<file path="src/rtl/fuse_seq_pkg.sv">
package fuse_seq_pkg;

    localparam int CNT_W = 4;

    localparam logic [31:0] UNLOCK_WORD0 = 32'hEBCF_0000;
    localparam logic [31:0] UNLOCK_WORD1 = 32'hEBCF_1111;

    localparam logic [1:0] SEL_UNLOCK0 = 2'd0;
    localparam logic [1:0] SEL_UNLOCK1 = 2'd1;
    localparam logic [1:0] SEL_ADDR    = 2'd2;
    localparam logic [1:0] SEL_CTRL    = 2'd3;

    typedef enum logic [2:0] {
        SQ_IDLE,
        SQ_CE_ON,
        SQ_RST_LOW,
        SQ_RECOVER,
        SQ_SETTLE,
        SQ_RE_OFF
    } seq_state_e;

    typedef struct packed {
        logic             blank;
        logic [CNT_W-1:0] nbytes;
    } read_req_t;

    function automatic int ps_to_cycles(input int dur_ps, input int period_ps);
        int c;
        c = (dur_ps + period_ps - 1) / period_ps;
        return (c < 1) ? 1 : c;
    endfunction

    function automatic int max2(input int a, input int b);
        return (a > b) ? a : b;
    endfunction

endpackage

</file>
<file path="src/rtl/fuse_cfg_regs.sv">
module fuse_cfg_regs
    import fuse_seq_pkg::*;
#(
    parameter int AW        = 16,
    parameter int MAX_BYTES = 8
) (
    input  logic          clk,
    input  logic          rst,
    input  logic          wr_en,
    input  logic [1:0]    wr_sel,
    input  logic [31:0]   wr_data,
    input  logic          busy,
    input  logic          seq_finish,
    output logic          launch,
    output read_req_t     req,
    output logic [AW-1:0] start_addr,
    output logic          err_key,
    output logic          err_count,
    output logic          err_busy
);

    localparam logic [CNT_W-1:0] CNT_LIMIT = CNT_W'(MAX_BYTES);

    logic [31:0]   unlock0_q, unlock1_q;
    logic [AW-1:0] addr_q;
    logic          start_req, keys_ok, count_ok;

    assign start_req  = wr_en && (wr_sel == SEL_CTRL);
    assign req.nbytes = wr_data[CNT_W-1:0];
    assign req.blank  = wr_data[CNT_W];
    assign keys_ok    = (unlock0_q == UNLOCK_WORD0) && (unlock1_q == UNLOCK_WORD1);
    assign count_ok   = (req.nbytes != '0) && (req.nbytes <= CNT_LIMIT);
    assign launch     = start_req && !busy && count_ok && keys_ok;
    assign start_addr = addr_q;

    always_ff @(posedge clk) begin
        if (rst) begin
            unlock0_q <= '0;
            unlock1_q <= '0;
            addr_q    <= '0;
        end else begin
            if (seq_finish) begin
                unlock0_q <= '0;
                unlock1_q <= '0;
            end else if (wr_en && wr_sel == SEL_UNLOCK0) begin
                unlock0_q <= wr_data;
            end else if (wr_en && wr_sel == SEL_UNLOCK1) begin
                unlock1_q <= wr_data;
            end
            if (wr_en && wr_sel == SEL_ADDR)
                addr_q <= wr_data[AW-1:0];
        end
    end

    always_ff @(posedge clk) begin
        if (rst) begin
            err_key   <= 1'b0;
            err_count <= 1'b0;
            err_busy  <= 1'b0;
        end else if (launch) begin
            err_key   <= 1'b0;
            err_count <= 1'b0;
            err_busy  <= 1'b0;
        end else if (start_req) begin
            if (busy)
                err_busy <= 1'b1;
            else if (!count_ok)
                err_count <= 1'b1;
            else if (!keys_ok)
                err_key <= 1'b1;
        end
    end

    AST_LAUNCH_UNLOCKED: assert property (@(posedge clk) disable iff (rst)
        launch |-> (unlock0_q == UNLOCK_WORD0 && unlock1_q == UNLOCK_WORD1));
    AST_LAUNCH_COUNT: assert property (@(posedge clk) disable iff (rst)
        launch |-> (wr_data[CNT_W-1:0] != '0));
    AST_NO_LAUNCH_BUSY: assert property (@(posedge clk) disable iff (rst)
        busy |-> !launch);
    AST_KEYS_CLEARED: assert property (@(posedge clk) disable iff (rst)
        seq_finish |=> (unlock0_q == '0 && unlock1_q == '0));

endmodule

</file>
<file path="src/rtl/fuse_seq_fsm.sv">
module fuse_seq_fsm
    import fuse_seq_pkg::*;
#(
    parameter int AW        = 16,
    parameter int DW        = 32,
    parameter int TW        = 8,
    parameter int RST_CYC   = 3,
    parameter int RCV_CYC   = 125,
    parameter int NORM_CYC  = 9,
    parameter int BLANK_CYC = 188
) (
    input  logic          clk,
    input  logic          rst,
    input  logic          launch,
    input  read_req_t     req,
    input  logic [AW-1:0] start_addr,
    input  logic [DW-1:0] fuse_dout,
    output logic          fuse_ceb_n,
    output logic          fuse_rstb_n,
    output logic          fuse_rden,
    output logic [AW-1:0] fuse_addr,
    output logic          cap_push,
    output logic [7:0]    cap_byte,
    output logic          seq_finish,
    output logic          busy,
    output logic          done
);

    localparam logic [TW-1:0] RST_LOAD   = TW'(RST_CYC - 1);
    localparam logic [TW-1:0] RCV_LOAD   = TW'(RCV_CYC - 1);
    localparam logic [TW-1:0] NORM_LOAD  = TW'(NORM_CYC - 1);
    localparam logic [TW-1:0] BLANK_LOAD = TW'(BLANK_CYC - 1);
    localparam logic [AW-1:0] BYTE_STEP  = AW'(8);

    seq_state_e       state_q;
    logic [TW-1:0]    timer_q;
    logic [AW-1:0]    addr_q;
    logic [CNT_W-1:0] left_q;
    logic             blank_q;
    logic             timer_zero;
    logic [TW-1:0]    settle_load;

    logic unused_dout_bits;
    assign unused_dout_bits = ^fuse_dout[DW-1:8];

    assign timer_zero  = (timer_q == '0);
    assign settle_load = blank_q ? BLANK_LOAD : NORM_LOAD;

    always_ff @(posedge clk) begin
        if (rst) begin
            state_q <= SQ_IDLE;
            timer_q <= '0;
            addr_q  <= '0;
            left_q  <= '0;
            blank_q <= 1'b0;
            done    <= 1'b0;
        end else begin
            done <= (state_q == SQ_RE_OFF);
            unique case (state_q)
                SQ_IDLE: begin
                    if (launch) begin
                        state_q <= SQ_CE_ON;
                        addr_q  <= start_addr;
                        left_q  <= req.nbytes;
                        blank_q <= req.blank;
                    end
                end
                SQ_CE_ON: begin
                    state_q <= SQ_RST_LOW;
                    timer_q <= RST_LOAD;
                end
                SQ_RST_LOW: begin
                    if (timer_zero) begin
                        state_q <= SQ_RECOVER;
                        timer_q <= RCV_LOAD;
                    end else begin
                        timer_q <= timer_q - 1'b1;
                    end
                end
                SQ_RECOVER: begin
                    if (timer_zero) begin
                        state_q <= SQ_SETTLE;
                        timer_q <= settle_load;
                    end else begin
                        timer_q <= timer_q - 1'b1;
                    end
                end
                SQ_SETTLE: begin
                    if (timer_zero) begin
                        if (left_q == CNT_W'(1)) begin
                            state_q <= SQ_RE_OFF;
                        end else begin
                            addr_q  <= addr_q + BYTE_STEP;
                            left_q  <= left_q - 1'b1;
                            timer_q <= settle_load;
                        end
                    end else begin
                        timer_q <= timer_q - 1'b1;
                    end
                end
                SQ_RE_OFF: state_q <= SQ_IDLE;
                default:   state_q <= SQ_IDLE;
            endcase
        end
    end

    assign fuse_ceb_n  = (state_q == SQ_IDLE);
    assign fuse_rstb_n = (state_q != SQ_RST_LOW);
    assign fuse_rden   = (state_q == SQ_SETTLE);
    assign fuse_addr   = fuse_rden ? addr_q : '0;
    assign cap_push    = fuse_rden && timer_zero;
    assign cap_byte    = fuse_dout[7:0];
    assign seq_finish  = (state_q == SQ_RE_OFF);
    assign busy        = !fuse_ceb_n;

    AST_RST_UNDER_ENABLE: assert property (@(posedge clk) disable iff (rst)
        !fuse_rstb_n |-> !fuse_ceb_n);
    AST_RST_AFTER_CE: assert property (@(posedge clk) disable iff (rst)
        $fell(fuse_rstb_n) |-> $past(!fuse_ceb_n && fuse_rstb_n));
    AST_CAPTURE_ENABLED: assert property (@(posedge clk) disable iff (rst)
        cap_push |-> (fuse_rden && fuse_rstb_n && !fuse_ceb_n));
    AST_ADDR_STEP: assert property (@(posedge clk) disable iff (rst)
        (cap_push && left_q != CNT_W'(1)) |=> (fuse_addr == $past(fuse_addr) + BYTE_STEP));
    AST_RDEN_DROPS_FIRST: assert property (@(posedge clk) disable iff (rst)
        $rose(fuse_ceb_n) |-> $past(!fuse_rden && !fuse_ceb_n));
    AST_DONE_WITH_STANDBY: assert property (@(posedge clk) disable iff (rst)
        done |-> (fuse_ceb_n && !busy));

endmodule

</file>
<file path="src/rtl/fuse_byte_fifo.sv">
module fuse_byte_fifo #(
    parameter int DEPTH = 8,
    parameter int W     = 8
) (
    input  logic         clk,
    input  logic         rst,
    input  logic         push,
    input  logic [W-1:0] push_data,
    input  logic         pop,
    output logic [W-1:0] head,
    output logic         not_empty
);

    localparam int PW = (DEPTH > 1) ? $clog2(DEPTH) : 1;
    localparam int CW = $clog2(DEPTH + 1);
    localparam logic [PW-1:0] LAST_SLOT = PW'(DEPTH - 1);
    localparam logic [CW-1:0] FULL_CNT  = CW'(DEPTH);

    logic [W-1:0]  mem_q [DEPTH];
    logic [PW-1:0] wr_ptr_q, rd_ptr_q;
    logic [CW-1:0] cnt_q;
    logic          do_pop, do_push;

    assign not_empty = (cnt_q != '0);
    assign head      = mem_q[rd_ptr_q];
    assign do_pop    = pop && not_empty;
    assign do_push   = push && ((cnt_q != FULL_CNT) || do_pop);

    always_ff @(posedge clk) begin
        if (rst) begin
            wr_ptr_q <= '0;
            rd_ptr_q <= '0;
            cnt_q    <= '0;
        end else begin
            if (do_push) begin
                mem_q[wr_ptr_q] <= push_data;
                wr_ptr_q <= (wr_ptr_q == LAST_SLOT) ? '0 : wr_ptr_q + 1'b1;
            end
            if (do_pop)
                rd_ptr_q <= (rd_ptr_q == LAST_SLOT) ? '0 : rd_ptr_q + 1'b1;
            if (do_push && !do_pop)
                cnt_q <= cnt_q + 1'b1;
            else if (do_pop && !do_push)
                cnt_q <= cnt_q - 1'b1;
        end
    end

    AST_FIFO_BOUND: assert property (@(posedge clk) disable iff (rst)
        cnt_q <= FULL_CNT);
    AST_FULL_PUSH_DROPPED: assert property (@(posedge clk) disable iff (rst)
        (cnt_q == FULL_CNT && push && !pop) |=> (cnt_q == FULL_CNT && $stable(wr_ptr_q)));

endmodule

</file>
<file path="src/rtl/fuse_read_seq.sv">
module fuse_read_seq
    import fuse_seq_pkg::*;
#(
    parameter int CLK_PS      = 8000,
    parameter int RST_LOW_PS  = 20000,
    parameter int RECOVER_PS  = 1000000,
    parameter int SETTLE_PS   = 70000,
    parameter int BLANK_PS    = 1500000,
    parameter int AW          = 16,
    parameter int DW          = 32,
    parameter int FIFO_DEPTH  = 8
) (
    input  logic          clk,
    input  logic          rst,
    input  logic          cfg_wr,
    input  logic [1:0]    cfg_sel,
    input  logic [31:0]   cfg_wdata,
    input  logic          rd_pop,
    output logic [7:0]    rd_data,
    output logic          rd_valid,
    output logic          busy,
    output logic          done,
    output logic          err_key,
    output logic          err_count,
    output logic          err_busy,
    output logic          fuse_ceb_n,
    output logic          fuse_rstb_n,
    output logic          fuse_rden,
    output logic [AW-1:0] fuse_addr,
    input  logic [DW-1:0] fuse_dout
);

    localparam int RST_CYC   = ps_to_cycles(RST_LOW_PS, CLK_PS);
    localparam int RCV_CYC   = ps_to_cycles(RECOVER_PS, CLK_PS);
    localparam int NORM_CYC  = ps_to_cycles(SETTLE_PS, CLK_PS);
    localparam int BLANK_CYC = ps_to_cycles(BLANK_PS, CLK_PS);
    localparam int MAX_CYC   = max2(max2(RST_CYC, RCV_CYC), max2(NORM_CYC, BLANK_CYC));
    localparam int TW        = $clog2(MAX_CYC + 1);

    logic          launch;
    read_req_t     req;
    logic [AW-1:0] start_addr;
    logic          seq_finish;
    logic          cap_push;
    logic [7:0]    cap_byte;

    fuse_cfg_regs #(
        .AW        (AW),
        .MAX_BYTES (FIFO_DEPTH)
    ) u_cfg (
        .clk        (clk),
        .rst        (rst),
        .wr_en      (cfg_wr),
        .wr_sel     (cfg_sel),
        .wr_data    (cfg_wdata),
        .busy       (busy),
        .seq_finish (seq_finish),
        .launch     (launch),
        .req        (req),
        .start_addr (start_addr),
        .err_key    (err_key),
        .err_count  (err_count),
        .err_busy   (err_busy)
    );

    fuse_seq_fsm #(
        .AW        (AW),
        .DW        (DW),
        .TW        (TW),
        .RST_CYC   (RST_CYC),
        .RCV_CYC   (RCV_CYC),
        .NORM_CYC  (NORM_CYC),
        .BLANK_CYC (BLANK_CYC)
    ) u_fsm (
        .clk         (clk),
        .rst         (rst),
        .launch      (launch),
        .req         (req),
        .start_addr  (start_addr),
        .fuse_dout   (fuse_dout),
        .fuse_ceb_n  (fuse_ceb_n),
        .fuse_rstb_n (fuse_rstb_n),
        .fuse_rden   (fuse_rden),
        .fuse_addr   (fuse_addr),
        .cap_push    (cap_push),
        .cap_byte    (cap_byte),
        .seq_finish  (seq_finish),
        .busy        (busy),
        .done        (done)
    );

    fuse_byte_fifo #(
        .DEPTH (FIFO_DEPTH),
        .W     (8)
    ) u_fifo (
        .clk       (clk),
        .rst       (rst),
        .push      (cap_push),
        .push_data (cap_byte),
        .pop       (rd_pop),
        .head      (rd_data),
        .not_empty (rd_valid)
    );

    AST_IDLE_PINS_QUIET: assert property (@(posedge clk) disable iff (rst)
        fuse_ceb_n |-> (fuse_rstb_n && !fuse_rden));

endmodule

</file>
<file path="config.mk">
export PLATFORM = sky130hd
export DESIGN_NAME = fuse_read_seq
export DESIGN_NICKNAME = d
export VERILOG_FILES = /design/src/rtl/fuse_seq_pkg.sv /design/src/rtl/fuse_cfg_regs.sv /design/src/rtl/fuse_seq_fsm.sv /design/src/rtl/fuse_byte_fifo.sv /design/src/rtl/fuse_read_seq.sv
export SDC_FILE = /design/constraint.sdc
export NUM_CORES = 1
export LEC_CHECK = 0
export BUFFER_PORTS_ARGS = -buffer_cell sky130_fd_sc_hd__buf_2
export CAP_MARGIN = 20
export CORE_ASPECT_RATIO = 1.1
export CORE_UTILIZATION = 25
export CTS_BUF_LIST = sky130_fd_sc_hd__clkbuf_8
export DETAILED_ROUTE_END_ITERATION = 6
export PLACE_DENSITY_LB_ADDON = 0.08
export SLEW_MARGIN = 20
export SYNTH_ARGS = -nofsm -noshare
export SYNTH_HDL_FRONTEND = slang
export SYNTH_SLANG_ARGS = --single-unit
</file>
<file path="constraint.sdc">
create_clock -name clk -period 4 [get_ports clk]
set_input_delay 0.6 -clock clk [delete_from_list [all_inputs] [get_ports clk]]
set_output_delay 0.6 -clock clk [all_outputs]
set_load 0.02 [all_outputs]
</file>
==> flow_summary_export.csv <==
group,metric,value,unit
setup_path,cp_slowest_stage_delay,560,ps
pwr,p_total,3.84,mW
clock_network,path_clk_slew,110,ps
sta,finalSetupTns,0,ps
detailed_routing,drtAntennaViolNets,0,
place,globalplace.congestion,0.714,
synth,synth_edf_count,64,
clock_network,post_cts_resized,0,
synth,yosysWarnings,0,
sta,fin_crit_sh,0.825,
clock_network,clkLatencyLatePin,470,ps
sta,hold_slack,369,ps
sta,worst_pin_slew,914,ps
place,dp_cells,1294,
synth,synth-seq-area-share,0.554,
run,maxCapViolations,0,
final_layout,diodes,0,
place,place_area,9010,sq um
outcome,status,"completed",
setup_path,r2r_setup_slack,700,ps
final_layout,ff_latch_area,4500,sq um
worst_hold_path,min_path_type,"in2reg",
detailed_routing,route.detailed.drc,0,
detailed_routing,dr.pass1.iters,4,
final_layout,nNetsFinal,975,
synth,syn_avg_cell_area,9.84,sq um
pwr,ir_drop,165,uV
synth,yosysUniqueCellTypes,63,
pwr,p_int,2.81,mW
pwr,p_leak,3.24,nW
final_layout,stdcell_area,9400,sq um
clock_network,root_buffer,"clkbuf_8",
global_routing,grt_pass1_vias,6026,
synth,ys.flop_type,"dfxtp_1",
global_routing,overflow,0,
clock_network,postCtsSetupRepairBufs,0,
place,hpwl,14.5,mm
sta,worst_slack,699,ps
pwr,switching_share,0.266,
pwr,switching_power,1.02,mW
sta,rsz0062_at_grt,"no",
detailed_routing,wl_per_cell,16.6,microns
synth,syn_nets,909,
sta,setup_viol,0,
setup_path,critPathArrivalTime,3700,ps
detailed_routing,vias_per_cell,4.58,
clock_network,cts_made_buffers,17,
detailed_routing,routed_wl,22.1,mm
floorplan,die_area,33300,sq um
final_layout,final_util,0.296,
place,post-place-ws,682,ps
sta,maxSlewHeadroom,0.390,
synth,synthArstFlopShare,0,
setup_path,critPathMaxFanout,6,
setup_path,path_class,"reg2reg",
setup_path,crit_chain,"inv_1 -> ha_1 -> or4b_1 -> nor2_1 -> nand3_1 -> inv_1 -> ha_1 -> inv_1 -> ha_1 -> a21o_1 -> a21oi_1 -> xnor2_1 -> or3_1 -> a21oi_1",
place,port-buffer-count,78,
floorplan,fp.dieW,174,microns
pwr,clockPowerShare,0.342,
final_layout,drive_gt1_frac,0.191,
pwr,pwr-share-comb,0.108,
setup_path,crit_family,"simple AND/OR/NAND/NOR gates",
floorplan,start_util,0.256,
clock_network,cts_tree,"done",
sta,fmax,0.303,GHz
global_routing,grt_max_degree,65,
sta,final_hold_viol_count,0,
setup_path,startpoint_type,"flip-flop",
final_layout,area_growth,15.5,%
final_layout,final_cell_count_no_fill,1326,
synth,synth_area,8140,sq um
setup_path,cp_slowest_cell,"or4b_1",
setup_path,path_buf_inv,3,
clock_network,cts_sinks,193,
setup_path,cp-end-kind,"flip-flop",
floorplan,die_h,191,microns
detailed_routing,vias,6076,
final_layout,nFillCells,3380,
detailed_routing,first_iter_violations,410,
sta,slew_violations,0,
final_layout,multiInputGateArea,3400,sq um
synth,synth-seq-cells,193,
floorplan,ioPinCount,103,
synth,syn-instance-count,827,
floorplan,placementRows,68,
sta,period_needed,3300,ps
clock_network,hold_buffers,0,
global_routing,antenna_found_initial,1,
global_routing,grt_usage,0.137,
sta,finClkSkew,16.3,ps
clock_network,cts_buffer_depth,2,
global_routing,grt_pass1_wl,34.9,mm
floorplan,core,31700,sq um
setup_path,cp.required,4400,ps
pwr,powerDensity,408,nW/um^2
clock_network,htree_levels,4,
pwr,seqPwrFrac,0.550,
## worst register-to-register path: stages (launching register included)
cell	delay (ps)
dfxtp_1	360
inv_1	70
ha_1	190
or4b_1	560
nor2_1	210
nand3_1	230
inv_1	200
ha_1	200
inv_1	80
ha_1	280
a21o_1	170
a21oi_1	160
xnor2_1	90
or3_1	300
a21oi_1	140
## path summary, 6_finish.rpt
kind                            startpoint                               end  cells past startpoint
max          u_fsm.timer_q[0]$_SDFFE_PP0P_      u_fifo.cnt_q[3]$_SDFFE_PP0P_                     14
min reg2reg   u_cfg.err_count$_SDFFE_PP0P_      u_cfg.err_count$_SDFFE_PP0P_                      2
max reg2reg  u_fsm.timer_q[0]$_SDFFE_PP0P_      u_fifo.cnt_q[3]$_SDFFE_PP0P_                     14
min                          cfg_wdata[28]  u_cfg.unlock1_q[28]$_SDFFE_PP0P_                      3
## cell usage in the layout (no fill, tap or decap), types with 13 or more instances in the layout
cell type | Yosys | layout
nand2_1 | 198 | 197
dfxtp_1 | 129 | 129
a21oi_1 | 113 | 113
buf_2 | 0 | 78
edfxtp_1 | 64 | 64
nor2_1 | 54 | 53
buf_4 | 0 | 19
and2_1 | 18 | 18
clkbuf_8 | 0 | 17
nor3_1 | 16 | 16
mux4_2 | 16 | 16
inv_1 | 13 | 14
o21ai_0 | 13 | 13
## layer usage
layer / wire [microns] / vias up / track usage
li1: - / 3056 / -
met1: 10800 / 2928 / 0.184
met2: 10400 / 78 / 0.225
met3: 607 / 12 / 0.0280
met4: 210 / 2 / 0.0334
met5: 17 / - / 0
## kinds of logic after synthesis
logic type	count (synthesis)	synth area share
simple gates	353	0.200
xor+xnor	6	0.00646
mux	27	0.0590
compound gates	173	0.130
buf+inv	63	0.0318
flops	193	0.554
fa+ha+maj	12	0.0194
## Yosys cell counts, types with 3 or more instances
cell,instances,share of area
nand3_1,12,0.0074
a31oi_1,3,0.0023
and2_1,18,0.014
mux2i_1,3,0.0037
nand4_1,5,0.0038
clkbuf_1,43,0.020
or2_2,4,0.0031
buf_1,4,0.0018
nor3b_1,4,0.0037
o31ai_1,7,0.0065
xor2_1,4,0.0043
or3_1,4,0.0031
a22oi_1,4,0.0037
nor4_1,8,0.0062
o211ai_1,8,0.0074
mux4_2,16,0.044
o21ai_0,13,0.0080
nand3b_1,4,0.0037
buf_6,3,0.0042
inv_1,13,0.0060
nor2_1,54,0.025
ha_1,11,0.017
a21oi_1,113,0.069
nand2_1,198,0.091
edfxtp_1,64,0.24
nor4b_1,5,0.0054
nor3_1,16,0.0098
mux2_2,8,0.011
dfxtp_1,129,0.32
o32ai_2,4,0.0080
## registers in the layout, indices dropped and copies added, names as in the netlist, named ones only
signal / count
u_fifo.wr_ptr_q: 3
u_fsm.blank_q: 1
u_cfg.err_count: 1
u_fsm.left_q: 4
u_fsm.timer_q: 8
u_cfg.unlock1_q: 32
u_fsm.addr_q: 16
u_cfg.unlock0_q: 32
u_cfg.start_addr: 16
u_fsm.state_q: 3
u_cfg.err_key: 1
u_fsm.done: 1
u_fifo.mem_q: 64
u_fifo.cnt_q: 4
u_fifo.rd_ptr_q: 3
u_cfg.err_busy: 1
## power groups by stage
stage	clock network (mW)	logic, mW	registers, mW
6_report	1.31	0.413	2.11
2_1_floorplan	0	0.300	2.14
3_3_place_gp	0	0.425	2.16
3_5_place_dp	0	0.425	2.16
4_1_cts	1.39	0.426	2.11
5_1_grt	1.45	0.462	2.12
## cell type report
| cell class | instances | area share |
|---|---|---|
| clock buffers | 17 | 0.0249 |
| clock inverters | 15 | 0.0170 |
| inverters | 13 | 0.00519 |
| multi-input cells | 571 | 0.361 |
| flip-flops and latches | 193 | 0.479 |
| well taps | 420 | 0.0559 |
| repair buffers | 97 | 0.0567 |
Note: power is estimated with default switching activity, not from simulation.
